===== src/rtl/dct_pkg.sv =====
package dct_pkg;

    typedef enum logic [1:0] {
        ACT_NONE = 2'd0,
        ACT_SET  = 2'd1,
        ACT_CLR  = 2'd2,
        ACT_TGL  = 2'd3
    } act_e;

    typedef enum logic {
        ST_HALT = 1'b0,
        ST_RUN  = 1'b1
    } run_st_e;

    // per-output action set: trigger, period, duty (duty in the low bits)
    typedef struct packed {
        act_e sw;
        act_e per;
        act_e cmp;
    } chan_act_t;

    localparam int SEL_W  = 3;
    localparam int NDIV   = 4;
    localparam int PRE_W  = 2 * NDIV - 1;
    localparam int NCHAN  = 2;
    localparam int MODE_W = SEL_W + NCHAN * $bits(chan_act_t);

    typedef struct packed {
        chan_act_t        b;
        chan_act_t        a;
        logic [SEL_W-1:0] sel;
    } mode_t;

    localparam int CMD_W   = 3;
    localparam int CMD_EN  = 0;
    localparam int CMD_DIS = 1;
    localparam int CMD_TRG = 2;

    localparam logic [1:0] ADR_MODE = 2'd0;
    localparam logic [1:0] ADR_PER  = 2'd1;
    localparam logic [1:0] ADR_DA   = 2'd2;
    localparam logic [1:0] ADR_DB   = 2'd3;

    localparam logic [SEL_W-1:0] SEL_SLOW = 3'd4;

    function automatic logic act_apply(input act_e a, input logic cur);
        case (a)
            ACT_SET: act_apply = 1'b1;
            ACT_CLR: act_apply = 1'b0;
            ACT_TGL: act_apply = ~cur;
            default: act_apply = cur;
        endcase
    endfunction

endpackage


===== src/rtl/dct_prescaler.sv =====
module dct_prescaler
    import dct_pkg::*;
(
    input  logic             clk,
    input  logic             rst_n,
    input  logic [SEL_W-1:0] sel,
    input  logic             slow_tick,
    output logic             tick
);

    logic [PRE_W-1:0] pcount;
    logic [NDIV-1:0]  div_tick;

    always_ff @(posedge clk or negedge rst_n) begin
        if (!rst_n) pcount <= '0;
        else        pcount <= pcount + 1'b1;
    end

    for (genvar g = 0; g < NDIV; g++) begin : g_div
        assign div_tick[g] = &pcount[2*g:0];
    end

    always_comb begin
        if (sel < SEL_W'(NDIV))  tick = div_tick[sel[1:0]];
        else if (sel == SEL_SLOW) tick = slow_tick;
        else                      tick = 1'b0;
    end

    // divided ticks are single-cycle pulses
    assert_div_pulse_R5: assert property (@(posedge clk) disable iff (!rst_n)
        (tick && sel < SEL_W'(NDIV)) |=> !(tick && sel < SEL_W'(NDIV)));

endmodule


===== src/rtl/dct_regs.sv =====
module dct_regs
    import dct_pkg::*;
#(
    parameter int CNT_W = 16,
    parameter int WD_W  = 16
) (
    input  logic             clk,
    input  logic             rst_n,
    input  logic             wr_en,
    input  logic [1:0]       wr_addr,
    input  logic [WD_W-1:0]  wr_data,
    output mode_t            mode,
    output logic [CNT_W-1:0] per,
    output logic [CNT_W-1:0] duty_a,
    output logic [CNT_W-1:0] duty_b
);

    always_ff @(posedge clk or negedge rst_n) begin
        if (!rst_n) begin
            mode   <= '0;
            per    <= '0;
            duty_a <= '0;
            duty_b <= '0;
        end else if (wr_en) begin
            unique case (wr_addr)
                ADR_MODE: mode   <= mode_t'(wr_data[MODE_W-1:0]);
                ADR_PER:  per    <= wr_data[CNT_W-1:0];
                ADR_DA:   duty_a <= wr_data[CNT_W-1:0];
                ADR_DB:   duty_b <= wr_data[CNT_W-1:0];
                default:  ;
            endcase
        end
    end

    assert_write_per_R9: assert property (@(posedge clk) disable iff (!rst_n)
        (wr_en && wr_addr == ADR_PER) |=> per == $past(wr_data[CNT_W-1:0]));

endmodule


===== src/rtl/dct_ctrl.sv =====
module dct_ctrl
    import dct_pkg::*;
#(
    parameter int CNT_W = 16
) (
    input  logic             clk,
    input  logic             rst_n,
    input  logic             tick,
    input  logic [CMD_W-1:0] cmd,
    input  logic [CNT_W-1:0] per,
    input  logic [CNT_W-1:0] duty_a,
    input  logic [CNT_W-1:0] duty_b,
    output logic [CNT_W-1:0] count,
    output logic             trg,
    output logic             per_ev,
    output logic [NCHAN-1:0] cmp_ev
);

    run_st_e st, st_nx;
    logic    adv;

    assign trg = cmd[CMD_TRG];

    always_comb begin
        st_nx = st;
        unique case (st)
            ST_HALT: if (cmd[CMD_EN] && !cmd[CMD_DIS]) st_nx = ST_RUN;
            ST_RUN:  if (cmd[CMD_DIS])                 st_nx = ST_HALT;
            default: st_nx = ST_HALT;
        endcase
    end

    always_ff @(posedge clk or negedge rst_n) begin
        if (!rst_n) st <= ST_HALT;
        else        st <= st_nx;
    end

    assign adv       = (st == ST_RUN) && tick && !trg;
    assign per_ev    = adv && (count == per);
    assign cmp_ev[0] = adv && (count == duty_a);
    assign cmp_ev[1] = adv && (count == duty_b);

    always_ff @(posedge clk or negedge rst_n) begin
        if (!rst_n)      count <= '0;
        else if (trg)    count <= '0;
        else if (per_ev) count <= '0;
        else if (adv)    count <= count + 1'b1;
    end

    assert_wrap_R1: assert property (@(posedge clk) disable iff (!rst_n)
        per_ev |=> count == '0);
    assert_step_R1: assert property (@(posedge clk) disable iff (!rst_n)
        (adv && count != per) |=> count == $past(count) + 1'b1);
    assert_trig_zero_R3: assert property (@(posedge clk) disable iff (!rst_n)
        trg |=> count == '0);
    assert_halt_hold_R4: assert property (@(posedge clk) disable iff (!rst_n)
        (st == ST_HALT && !trg) |=> $stable(count));

endmodule


===== src/rtl/dct_wave.sv =====
module dct_wave
    import dct_pkg::*;
(
    input  logic      clk,
    input  logic      rst_n,
    input  logic      trg,
    input  logic      per_ev,
    input  logic      cmp_ev,
    input  chan_act_t act,
    output logic      out
);

    always_ff @(posedge clk or negedge rst_n) begin
        if (!rst_n)      out <= 1'b0;
        else if (trg)    out <= act_apply(act.sw, out);
        else if (per_ev) out <= act_apply(act.per, out);
        else if (cmp_ev) out <= act_apply(act.cmp, out);
    end

    assert_quiet_R2: assert property (@(posedge clk) disable iff (!rst_n)
        !(trg || per_ev || cmp_ev) |=> $stable(out));
    assert_trig_set_R6: assert property (@(posedge clk) disable iff (!rst_n)
        (trg && act.sw == ACT_SET) |=> out);
    assert_per_over_cmp_R6: assert property (@(posedge clk) disable iff (!rst_n)
        (!trg && per_ev && act.per == ACT_CLR) |=> !out);

endmodule


===== src/rtl/dual_cmp_timer.sv =====
module dual_cmp_timer
    import dct_pkg::*;
#(
    parameter int   CNT_W = 16,
    localparam int  WD_W  = (CNT_W > MODE_W) ? CNT_W : MODE_W
) (
    input  logic             clk,
    input  logic             rst_n,
    input  logic             wr_en,
    input  logic [1:0]       wr_addr,
    input  logic [WD_W-1:0]  wr_data,
    input  logic [CMD_W-1:0] cmd,
    input  logic             slow_tick,
    output logic             out_a,
    output logic             out_b,
    output logic [CNT_W-1:0] count
);

    mode_t            mode;
    logic [CNT_W-1:0] per, duty_a, duty_b;
    logic             tick, trg, per_ev;
    logic [NCHAN-1:0] cmp_ev;
    logic [NCHAN-1:0] wave;
    chan_act_t        acts [NCHAN];

    dct_regs #(.CNT_W(CNT_W), .WD_W(WD_W)) u_regs (
        .clk(clk), .rst_n(rst_n), .wr_en(wr_en), .wr_addr(wr_addr),
        .wr_data(wr_data), .mode(mode), .per(per),
        .duty_a(duty_a), .duty_b(duty_b)
    );

    dct_prescaler u_pre (
        .clk(clk), .rst_n(rst_n), .sel(mode.sel),
        .slow_tick(slow_tick), .tick(tick)
    );

    dct_ctrl #(.CNT_W(CNT_W)) u_ctrl (
        .clk(clk), .rst_n(rst_n), .tick(tick), .cmd(cmd),
        .per(per), .duty_a(duty_a), .duty_b(duty_b),
        .count(count), .trg(trg), .per_ev(per_ev), .cmp_ev(cmp_ev)
    );

    assign acts[0] = mode.a;
    assign acts[1] = mode.b;

    for (genvar c = 0; c < NCHAN; c++) begin : g_chan
        dct_wave u_wave (
            .clk(clk), .rst_n(rst_n), .trg(trg), .per_ev(per_ev),
            .cmp_ev(cmp_ev[c]), .act(acts[c]), .out(wave[c])
        );
    end

    assign out_a = wave[0];
    assign out_b = wave[1];

endmodule


===== config.mk =====
export PLATFORM = sky130hd
export DESIGN_NAME = dual_cmp_timer
export DESIGN_NICKNAME = d
export VERILOG_FILES = /design/src/rtl/dct_pkg.sv /design/src/rtl/dct_prescaler.sv /design/src/rtl/dct_regs.sv /design/src/rtl/dct_ctrl.sv /design/src/rtl/dct_wave.sv /design/src/rtl/dual_cmp_timer.sv
export SDC_FILE = /design/constraint.sdc
export NUM_CORES = 1
export LEC_CHECK = 0
export ABC_AREA = 1
export BUFFER_PORTS_ARGS = -buffer_cell sky130_fd_sc_hd__clkbuf_2
export CORE_MARGIN = 8
export CORE_UTILIZATION = 60
export CTS_BUF_LIST = sky130_fd_sc_hd__clkbuf_8 sky130_fd_sc_hd__clkbuf_16
export DETAILED_ROUTE_END_ITERATION = 8
export GPL_TIMING_DRIVEN = 0
export PLACE_DENSITY = 0.86
export RECOVER_POWER = 100
export SLEW_MARGIN = 20
export SYNTH_ARGS = -nofsm -noshare
export SYNTH_HDL_FRONTEND = slang
export SYNTH_HIERARCHICAL = 1
export SYNTH_SLANG_ARGS = --single-unit

===== constraint.sdc =====
create_clock -name clk -period 3 [get_ports clk]
set_input_delay 0.6 -clock clk [delete_from_list [all_inputs] [get_ports clk]]
set_output_delay 0.6 -clock clk [all_outputs]
set_load 0.01 [all_outputs]

# Word-level counts from Yosys, hierarchy flattened
# Index checks and enable logic that the tools add are counted.
# totals
register_bits,89
latchBits,0
mem_bits_rw,0
rom_bits,0
inputBits,25
out_inout_bits,18
wordCells,96
n_memories,0
# op_classes
addsub,2
multipliers,0
div_mod_pow,0
n_lt_le_gt_ge,2
n_eq_ne,29
shifts,0
muxes,22
n_bitwise,3
n_reduce_logical,23
# ops
operator,n
$eq 16x16->1,3
$mux 16,3
$eq 2x2->1 const B,14
$pmux 1 s3,6
$add 16x1->16 const B,1
$eq 2x1->1 const B,7
$mux 1,11
$reduce_bool 5->1,2
$reduce_bool 3->1,3
$ne 4x1->1 const B,2
$reduce_and 2->1,4
$reduce_and 4->1,2
$add 7x1->7 const B,1
$reduce_and 7->1,1
$logic_and 1x1->1,6
$ne 5x2->1 const B,1
$ne 5x5->1 const B,1
$reduce_and 5->1,1
$eq 3x3->1 const B,1
$lt 2x3->1 const B,1
$lt 3x3->1 const B,1
$not 1->1,3
$reduce_and 3->1,1
$bmux 1 s2,1
other kinds (3),4

# Longest topological paths before layout
# Gate-level depths: netlist of run 1.
# depth
ltp_word,10
depth_mapped,19
ltp_nobuf,19

# Hierarchy
# The synthesis of run 1 kept the hierarchy.
# by_module_without_submodules
module,instances,cells_each,area_per_inst_um2,seq_area_each_um2
dct_regs,1,281,2582.5,1576.5
dct_ctrl,1,309,1864.3,425.4
dct_prescaler,1,39,345.3,175.2
dct_wave,2,16,96.3,25.0

# Worst setup path before layout of run 1
# No wires, ideal clock.
# synth_path
path_type,reg2reg
startpoint,register u_pre.pcount[0]
endpoint,register g_chan[1].u_wave.out
setup_ns,0.122
arrival_ns,2.041
required_ns,2.878
setup_slack_ns,0.837
stages_incl_launch_ff,20
n_path_buf,0
period_less_slack_ns,2.163
path_cell_list,dfrtp_1 > ha_1 > nand2_1 > nor2_1 > ha_1 > a21oi_1 > nand2_1 > nand2_1 > nand2_1 > nand2_1 > nor2_2 > nand3_1 > nor3_1 > nand3_1 > nor2_1 > nand2_1 > nand2_1 > nand3_1 > nand2_1 > a21oi_2
# synth_via
elab_chain_cells,9
elab_cells_between_ends,16
cone_classes,eq/ne (1); mux (5); reduce/logical (10)
# synth_lines
element,line,rtl
start: declaration,dct_prescaler.sv:11,logic [PRE_W-1:0] pcount;
start signal: assignment,dct_prescaler.sv:16,else pcount <= pcount + 1'b1;
$reduce_and 7->1 (tied with other cells),dct_prescaler.sv:20,assign div_tick[g] = &pcount[2*g:0];
$bmux 1 s2 *,dct_prescaler.sv:24,if (sel < SEL_W'(NDIV)) tick = div_tick[sel[1:0]];
$mux 1 (not written as such) *,dct_prescaler.sv:24,
$mux 1 *,dct_prescaler.sv:24,
named net tick,dual_cmp_timer.sv:21,"logic tick, trg, per_ev;"
$logic_and 1x1->1 * (2 in series),dct_ctrl.sv:38,assign adv = (st == ST_RUN) && tick && !trg;
$logic_and 1x1->1 *,dct_ctrl.sv:41,assign cmp_ev[1] = adv && (count == duty_b);
named net cmp_ev[1],dual_cmp_timer.sv:22,logic [NCHAN-1:0] cmp_ev;
$reduce_bool 3->1 (no source line) *,--,
$reduce_and 4->1 (no source line) *,--,
end signal: assignment,dct_wave.sv:15,"else if (trg) out <= act_apply(act.sw, out);"
end signal: assignment,dct_wave.sv:16,"else if (per_ev) out <= act_apply(act.per, out);"
end signal: assignment,dct_wave.sv:17,"else if (cmp_ev) out <= act_apply(act.cmp, out);"
end: declaration,dct_wave.sv:10,output logic out
# Mark *: on every way through the listed nets, which the timed path passes. The rest lies on a longest branch. The select of a mux whose other input is x is not followed.
# A chain may end at the register's enable or synchronous reset.

# Final worst setup path of run 1
# layout_path
startpoint,register u_pre.pcount[0]
endpoint,register g_chan[0].u_wave.out
# layout_via
elab_chain_cells,9
elab_cells_between_ends,16
cone_classes,eq/ne (1); mux (5); reduce/logical (10)
# layout_lines
element,line,rtl
$reduce_and 7->1 (tied with other cells),dct_prescaler.sv:20,
$bmux 1 s2 *,dct_prescaler.sv:24,
$mux 1 (not written as such) *,dct_prescaler.sv:24,
$mux 1 *,dct_prescaler.sv:24,
named net tick,dual_cmp_timer.sv:21,
$logic_and 1x1->1 * (2 in series),dct_ctrl.sv:38,
$logic_and 1x1->1 *,dct_ctrl.sv:40,assign cmp_ev[0] = adv && (count == duty_a);
named net cmp_ev[0],dual_cmp_timer.sv:22,
$reduce_bool 3->1 (no source line) *,--,
$reduce_and 4->1 (no source line) *,--,
end signal: assignment,dct_wave.sv:15,
end signal: assignment,dct_wave.sv:16,
end signal: assignment,dct_wave.sv:17,
end: declaration,dct_wave.sv:10,
# Marked as above.

==> results.rst, run 1 <==
.. list-table::
   :header-rows: 1

   * - Metric
     - Value
   * - Fin. Hold Viols
     - 0
   * - Final routed wire length divided by cell count
     - between 15 and 20 microns
   * - Total via count in the routed design
     - 4,623
   * - DR iter-0 viols
     - about 350
   * - Leakage dissipation
     - approximately 3 nW
   * - Count of placed standard cells including taps
     - ~810
   * - Classification of the worst setup path
     - reg -> reg
   * - Width of the die
     - 107 microns
   * - Overall routing resource usage
     - 0.235
   * - Run status
     - finished with violations
   * - Maximum vdd drop
     - 0.409 mV
   * - Diode count
     - 0
   * - Vias per std cell
     - ~5.6
   * - Number of H-tree branching levels
     - 3
   * - Post-synthesis cell count
     - ~660
   * - Period utilisation layout
     - 0.860
   * - Routability Congestion
     - around 0.92
   * - Slew margin rel.
     - -0.448
   * - Largest clock skew in the final design
     - between 10 and 15 ps
   * - Arrival time at the worst endpoint
     - between 2000 and 3000 ps
   * - Antenna violations before repair
     - 0
   * - Violations in the final reports
     - max-capacitance violations, max-slew violations
   * - Critical path required time
     - 3250 ps
   * - Worst Max-Slew Pin Slew
     - roughly 2200 ps
   * - Endpoint type of the worst setup path
     - flip-flop
   * - Path depth of the worst reg2reg path
     - 19
   * - Post-synthesis sequential element count
     - 89
   * - IO Pins
     - 43
   * - DRT Pass-1 Iters
     - 5
   * - Final wirelength
     - roughly 13,000 microns
   * - Placement Rows
     - 33
   * - Pwr Density
     - around 550 nW/um^2
   * - Largest net degree at the start of global routing
     - 90
   * - Setup Total Neg Slack
     - 0 ps
   * - CTS sink count
     - 89
   * - FF-to-FF setup slack
     - ~420 ps
   * - Count of pins over their slew limit
     - 90
   * - Crit path max-delay cell type
     - sky130_fd_sc_hd__dfrtp_1
   * - Post-synthesis cell area
     - 4980 sq um
   * - Overflow after GRT
     - 0
   * - Worst hold-check path type
     - in -> reg
   * - Total CTS buffers
     - 9
   * - Capture instance of the worst register-to-register path
     - g_chan[0].u_wave/out
   * - Unrepaired setup endpoints after global routing
     - no
   * - Residual DRC count
     - 0
   * - Most used flip-flop cell after synthesis
     - sky130_fd_sc_hd__dfrtp_1
   * - EDFF count, synth
     - 0
   * - Critical Path, Cell by Cell
     - ha_1, nand2_1, nor2_1, ha_1, a21oi_1, nand2_1, nand2_1, nand2_1, nand2_1, nor2_4, nand2_1, nor3_1, nand3_1, nor2_1, nand2_1, nand2_1, nand3_1, nand2_1, a21oi_1
   * - CTS tree
     - built
   * - CP most frequent cell
     - sky130_fd_sc_hd__nand2_1
   * - Worst-case setup margin in the final layout
     - between 400 and 500 ps
   * - Number of hold buffers added after CTS
     - 0
   * - Max_cap viols
     - 1
   * - Number of warnings reported in the yosys synthesis log
     - 6
   * - Minimum clock period
     - about 2600 ps
   * - Cts repair resizes
     - 0
   * - Fraction of the yosys area taken by sequential cells
     - 0.447
   * - Die Area
     - 11,500 sq um
   * - Root Buffer Master
     - sky130_fd_sc_hd__clkbuf_8
   * - Maximum fanout along the worst path
     - 9
   * - Mean instance size in the synthesized netlist
     - 7.54 sq um
   * - Crit path largest cell delay
     - around 380 ps
   * - Summed area of non-filler cells in the final layout
     - about 5500 sq um
   * - Share of flip-flops with an asynchronous set or reset after synthesis
     - 1.00
   * - Clock-pin slew on the worst setup and hold paths
     - 90 ps
   * - Overall power
     - 3.01 mW
   * - Max Clock Freq
     - 388 MHz
   * - Most common cell after layout, fill and taps aside
     - sky130_fd_sc_hd__nand2_1
   * - Reg-to-reg critical path startpoint
     - u_pre/pcount[0]
   * - Chip height
     - ~110 microns
   * - Area growth from synthesis to final layout
     - 10.8%
   * - Buffer levels on the longest clock path
     - 2
   * - Mapped Nets
     - a little under 700
   * - Post-Place Cell Area
     - 5330 sq um
   * - Source of the critical timing path
     - u_pre/pcount[0]
   * - Share of cells above drive strength 1
     - 0.131
   * - Placement-stage worst setup slack
     - about 240 ps
   * - Number of distinct library cells after synthesis
     - 31
   * - Number of standard cells in the final layout excluding fillers
     - about 800
   * - First-pass GRT wire length
     - 21,500 microns
   * - Commonest cells after routing, fill and taps aside
     - 271 x sky130_fd_sc_hd__nand2_1, 89 x sky130_fd_sc_hd__dfrtp_1, 55 x sky130_fd_sc_hd__nand4_1
   * - Core ar.
     - 8130 sq um
   * - Critical Path Source Type
     - flip-flop
   * - CP Capture Point
     - g_chan[0].u_wave/out
   * - Final setup fails
     - 0
   * - ANT nets after route
     - 0
   * - Initial core utilization
     - 0.613
   * - Via count of the first global-routing pass
     - ~4,600
   * - Clock latency on the worst-skew pair
     - about 370 ps
   * - Post-layout nets
     - around 740
   * - # port buffers
     - 40
   * - Setup Fix Bufs, Post-CTS
     - 0
   * - HPWL after detailed placement
     - around 9700 microns
-- flip-flops by register name, summed over array words and instances, names as in the netlist --
name,cells
g_chan.u_wave/out,2
u_ctrl/count,16
u_ctrl/st,1
u_pre/pcount,7
u_regs/duty_a,16
u_regs/duty_b,16
u_regs/mode,15
u_regs/per,16
-- routing by layer --
metal	share of wire	vias to the layer above	track usage
li1	-	2225	-
met1	0.41	2179	0.285
met2	0.49	185	0.398
met3	0.073	34	0.0522
met4	0.027	0	0.0935
met5	0	-	0
-- cells by family (layout without fill, tap and decap cells) --
family,Yosys count,after routing,share of synthesized area
fa+ha+maj,4,4,0.0100
xor+xnor,29,29,0.0510
buf+inv,90,145,0.0811
flops,89,89,0.447
simple gates,428,428,0.386
compound gates,21,21,0.0256
-- cell usage after synthesis, types with 7 or more instances --
library cell,instances,share of area
sky130_fd_sc_hd__inv_1,35,0.026
sky130_fd_sc_hd__nor2_1,30,0.023
sky130_fd_sc_hd__buf_4,10,0.015
sky130_fd_sc_hd__inv_2,20,0.015
sky130_fd_sc_hd__nand3_1,44,0.044
sky130_fd_sc_hd__dfrtp_1,89,0.45
sky130_fd_sc_hd__o21ai_0,7,0.0070
sky130_fd_sc_hd__nor2_2,7,0.0088
sky130_fd_sc_hd__xor2_1,25,0.044
sky130_fd_sc_hd__nand3_2,8,0.016
sky130_fd_sc_hd__nand4_1,55,0.069
sky130_fd_sc_hd__buf_2,17,0.017
sky130_fd_sc_hd__nand2_1,270,0.20
-- where the power goes --
group	internal [mW]	total, mW	switching (mW)
registers	1.34	1.46	0.117
logic	0.173	0.486	0.313
clock network	0.632	1.07	0.437
total	2.15	3.01	0.866
-- layout make-up --
type / count / area, sq um
clock inverter: 6 / 133
buffer: 35 / 189
multi-input combinational: 482 / 2340
timing repair buffer: 40 / 176
fill: 693 / 2610
sequential: 89 / 2230
inverter: 55 / 206
tap: 105 / 131
clock buffer: 9 / 124
-- critical path: cells and delay by family, from the launching register on --
family                   cells  cell delay (ps)
AO/OA/AOI/OAI                2              120
adder cells (fa/ha/maj)      2              320
AND/OR/NAND/NOR             15             1640
flip-flops                   1              380
-- worst min-delay path by stage --
stage,start,cells past startpoint,endpoint
5_1_grt,cmd[1],2,u_ctrl/st
6_report,cmd[1],2,u_ctrl/st
2_1_floorplan,rst_n,0,g_chan[0].u_wave/out
4_1_cts,rst_n,1,u_ctrl/count[8]
3_3_place_gp,u_pre/pcount[5],1,u_pre/pcount[5]
3_5_place_dp,u_regs/mode[4],2,u_regs/mode[4]
-- per-stage QoR --
stage	utilization	hold WS [ps]
finish	0.679	375
global route	0.679	363
CTS	0.686	315
detailed placement	0.655	468
global placement	0.654	458
floorplan	-	304
Note: power is estimated with default switching activity, not from simulation.
==> run 2, diff against run 1 <==
--- a/config.mk
+++ b/config.mk
@@ -5,10 +5,9 @@
 export SDC_FILE = /design/constraint.sdc
 export NUM_CORES = 1
 export LEC_CHECK = 0
-export ABC_AREA = 1
 export BUFFER_PORTS_ARGS = -buffer_cell sky130_fd_sc_hd__clkbuf_2
 export CORE_MARGIN = 8
-export CORE_UTILIZATION = 60
+export CORE_UTILIZATION = 59
 export CTS_BUF_LIST = sky130_fd_sc_hd__clkbuf_8 sky130_fd_sc_hd__clkbuf_16
 export DETAILED_ROUTE_END_ITERATION = 8
 export GPL_TIMING_DRIVEN = 0
==> results.rst, run 2 <==
.. list-table::
   :header-rows: 1

   * - Metric
     - Value
   * - Run status
     - finished with violations
   * - Violations in the final reports
     - max-capacitance violations, max-slew violations
   * - CTS sink count
     - 89 (unchanged)
   * - Via count of the first global-routing pass
     - 3,264 (-28%)
   * - Critical path required time
     - 3230 ps (-20 ps)
   * - Cell with the most instances after synthesis
     - sky130_fd_sc_hd__dfrtp_1
   * - Start point of the worst min-delay path
     - cmd[1]
   * - Post-layout nets
     - 459 (-38%)
   * - Max_cap viols
     - 1 (unchanged)
   * - CTS tree
     - built
   * - Vias per std cell
     - 5.95 (+5.6%)
   * - IO Pins
     - 43 (unchanged)
   * - Buffers and inverters on the worst path
     - 1 (+1)
   * - Path depth of the worst reg2reg path
     - 12 (-7)
   * - Slew margin rel.
     - -0.433 (+0.0142)
   * - Diode count
     - 0 (unchanged)
   * - DR iter-0 viols
     - 180 (-49%)
   * - Root Buffer Master
     - sky130_fd_sc_hd__clkbuf_8
   * - Final setup fails
     - 0 (unchanged)
   * - Pwr Density
     - 544 nW/um^2 (-0.37%)
   * - Width of the die
     - 102 microns (-4.3%)
   * - Area growth from synthesis to final layout
     - 11.0%
   * - ANT nets after route
     - 0 (unchanged)
   * - Share of flip-flops with an asynchronous set or reset after synthesis
     - 1.00 (unchanged)
   * - Endpoint type of the worst setup path
     - flip-flop
   * - Post-synthesis cell count
     - 374 (-43%)
   * - First-pass GRT wire length
     - 15,900 microns (-26%)
   * - Worst-case setup margin in the final layout
     - 92.7 ps (-328 ps)
   * - DRT Pass-1 Iters
     - 5 (unchanged)
   * - Commonest cells after routing, fill and taps aside
     - 89 x sky130_fd_sc_hd__dfrtp_1, 61 x sky130_fd_sc_hd__mux2_2, 50 x sky130_fd_sc_hd__xor2_1
   * - Fraction of the yosys area taken by sequential cells
     - 0.505 (+0.0577)
   * - Clock latency on the worst-skew pair
     - 360 ps (about the same)
   * - Post-synthesis sequential element count
     - 89 (unchanged)
   * - Share of cells above drive strength 1
     - 0.289 (+0.157)
   * - Util after Layout
     - 0.675 (-0.00362)
   * - Number of distinct library cells after synthesis
     - 43 (+39%)
   * - Max Clock Freq
     - 344 MHz (-11%)
   * - Worst Max-Slew Pin Slew
     - 2150 ps (-21.3 ps)
   * - Worst hold path cell count
     - 2 (unchanged)
   * - Period utilisation layout
     - 0.969 (+0.109)
   * - Worst hold-check path type
     - in -> reg
   * - Initial core utilization
     - 0.609 (-0.00424)
   * - Number of warnings reported in the yosys synthesis log
     - 6 (unchanged)
   * - Most common cell after layout, fill and taps aside
     - sky130_fd_sc_hd__dfrtp_1
   * - Overflow after GRT
     - 0 (unchanged)
   * - Placement-stage worst setup slack
     - -328 ps (-564 ps)
   * - Number of H-tree branching levels
     - 3 (unchanged)
   * - Part of the power in registers
     - 0.563 (+0.079)
   * - Ranking of synthesized cells by instance count
     - 89 x sky130_fd_sc_hd__dfrtp_1, 63 x sky130_fd_sc_hd__mux2_2, 50 x sky130_fd_sc_hd__xor2_1
   * - Crit path max-delay cell type
     - sky130_fd_sc_hd__dfrtp_1
   * - Buffer levels on the longest clock path
     - 2 (unchanged)
   * - Mapped Nets
     - 403 (-42%)
   * - Post-synthesis cell area
     - 4410 sq um (-11%)
   * - Unrepaired setup endpoints after global routing
     - yes
   * - Final wirelength
     - 9890 microns (-24%)
   * - FF-to-FF setup slack
     - 90 ps (-330 ps)
   * - Net switching power figure
     - 734 uW (-15%)
   * - Clock network power share
     - 0.278 (-0.076)
   * - Final routed wire length divided by cell count
     - 18.6 microns (+17%)
   * - Count of pins over their slew limit
     - 90 (unchanged)
   * - Most used flip-flop cell after synthesis
     - sky130_fd_sc_hd__dfrtp_1
   * - Arrival time at the worst endpoint
     - 3140 ps (+310 ps)
   * - Critical Path Source Type
     - flip-flop
   * - Sw frac
     - 0.276 (-0.0118)
   * - Combinational fraction of design power
     - 0.160 (about the same)
   * - Classification of the worst setup path
     - reg -> reg
   * - Core ar.
     - 7250 sq um (-11%)
   * - Most area-hungry cell type in the Yosys netlist
     - sky130_fd_sc_hd__dfrtp_1
   * - Critical Path, Cell by Cell
     - ha_1, and3_2, ha_1, inv_1, o221a_1, o31ai_2, nand2_1, or2_4, nor2_4, and3b_1, a2111oi_2, a211oi_1
   * - Mean instance size in the synthesized netlist
     - 11.8 sq um (+57%)
   * - Residual DRC count
     - 0 (unchanged)
   * - Maximum vdd drop
     - 0.316 mV (-23%)
   * - Setup Total Neg Slack
     - 0 ps (unchanged)
   * - Die Area
     - 10,500 sq um (-8.5%)
   * - Endpoint of the worst hold-timing path
     - u_ctrl/st
   * - Source of the critical timing path
     - u_pre/pcount[0]
   * - Minimum clock period
     - 2910 ps (+328 ps)
   * - Crit path largest cell delay
     - 390 ps (about the same)
   * - Maximum fanout along the worst path
     - 6 (-3)
   * - HPWL after detailed placement
     - 7190 microns (-26%)
   * - CP most frequent cell
     - sky130_fd_sc_hd__ha_1
   * - Antenna violations before repair
     - 0 (unchanged)
   * - Placement Rows
     - 31 (-6.1%)
   * - Overall routing resource usage
     - 0.200 (-0.0352)
   * - Yosys top cell area share
     - 0.505 (+0.0577)
   * - Routability Congestion
     - 0.842 (-8.5%)
   * - Largest net degree at the start of global routing
     - 90 (unchanged)
   * - # port buffers
     - 42 (+5.0%)
   * - Leakage dissipation
     - 2.19 nW (-25%)
   * - Chip height
     - 102 microns (-4.3%)
   * - Internal portion of total power
     - 1.93 mW (-10%)
   * - Fin. Hold Viols
     - 0 (unchanged)
   * - Clock-pin slew on the worst setup and hold paths
     - 80 ps (about the same)
   * - Total via count in the routed design
     - 3,163 (-32%)
   * - Capture instance of the worst register-to-register path
     - g_chan[0].u_wave/out
   * - Largest clock skew in the final design
     - 7.40 ps (-2.68 ps)
   * - Reg-to-reg critical path startpoint
     - u_pre/pcount[0]
   * - Synth top area cells
     - sky130_fd_sc_hd__dfrtp_1 50%, sky130_fd_sc_hd__mux2_2 16%, sky130_fd_sc_hd__xor2_1 9.9%
   * - EDFF count, synth
     - 0 (unchanged)
   * - Crit path max-delay family
     - simple AND/OR/NAND/NOR gates
   * - Total CTS buffers
     - 9 (unchanged)
[run 2: cell types whose count changed in the layout (fill, tap and decap cells not counted), sizes merged, moves of 10 or more]
cell	before	now
nand2	272	22
mux2	0	63
inv	56	10
nand4	55	9
nand3	52	16
nor2	39	8
xor2	25	50
nor4	0	11
a31oi	0	10
[run 2: how the worst max path moves through the flow]
stage                                 to  slack [ps]  depth (start not counted)
floorplan           g_chan[0].u_wave/out         320                         12
global placement    g_chan[0].u_wave/out        -190                         12
detailed placement  g_chan[1].u_wave/out        -330                         12
CTS                 g_chan[1].u_wave/out         -40                         12
global route        g_chan[0].u_wave/out         -50                         12
finish              g_chan[0].u_wave/out          90                         12
[run 2: through the flow]
step | instances | hold slack [ps] | cell area [sq um] | power, mW
after floorplan | 374 | 304 | 4410 | 1.79
after global placement | 515 | 459 | 4750 | 1.92
after detailed placement | 515 | 468 | 4760 | 1.95
after CTS | 529 | 312 | 4940 | 2.68
after global routing | 532 | 372 | 4900 | 2.80
final | 532 | 382 | 4900 | 2.66
[run 2: worst register-to-register path: cells and delay by family, from the launching register on]
kind                       cells  cell delay, ps
adders and majority gates      2             380
and+or+nand+nor                5            1080
AOI/OAI and AO/OA              4             880
DFF                            1             390
buffers and inverters          1              50
[run 2: layout make-up]
cell class	instances	area, sq um
clock inverters	3	17.5
clock buffers	11	151
flip-flops and latches	89	2230
well taps	99	124
fillers	565	2350
inverters	10	37.5
repair buffers	45	206
plain buffers	25	119
multi-input cells	250	2020
[run 2: layer usage]
layer | vias to the layer above | track usage | wire, microns
met3 | 15 | 0.0513 | 685
met4 | 0 | 0.0745 | 197
met5 | - | 0 | 0
li1 | 1449 | - | -
met2 | 138 | 0.333 | 4890
met1 | 1561 | 0.245 | 4110
[run 2: cells by family after synthesis]
kind of cell               Yosys count  synth area share
and+or+nand+nor                     90             0.116
muxes                               65             0.165
buffers and inverters               35            0.0397
xor gates and xnor gates            51             0.101
AOI/OAI and AO/OA                   40            0.0621
DFF                                 89             0.505
adders and majority gates            4            0.0113
[run 2: timing repair]
action	4_1_cts	5_1_grt
gates resized for setup	4	6
endpoints found under the setup margin	5	9
buffers inserted	0	3
pin swaps	1	1
hold buffers	0	0
[run 2: power by group through the flow]
stage	combinational [mW]	sequential [mW]	clock [mW]
finish	0.426	1.50	0.740
global route	0.470	1.52	0.807
CTS	0.431	1.50	0.755
detailed placement	0.427	1.52	0
global placement	0.410	1.51	0
floorplan	0.298	1.49	0
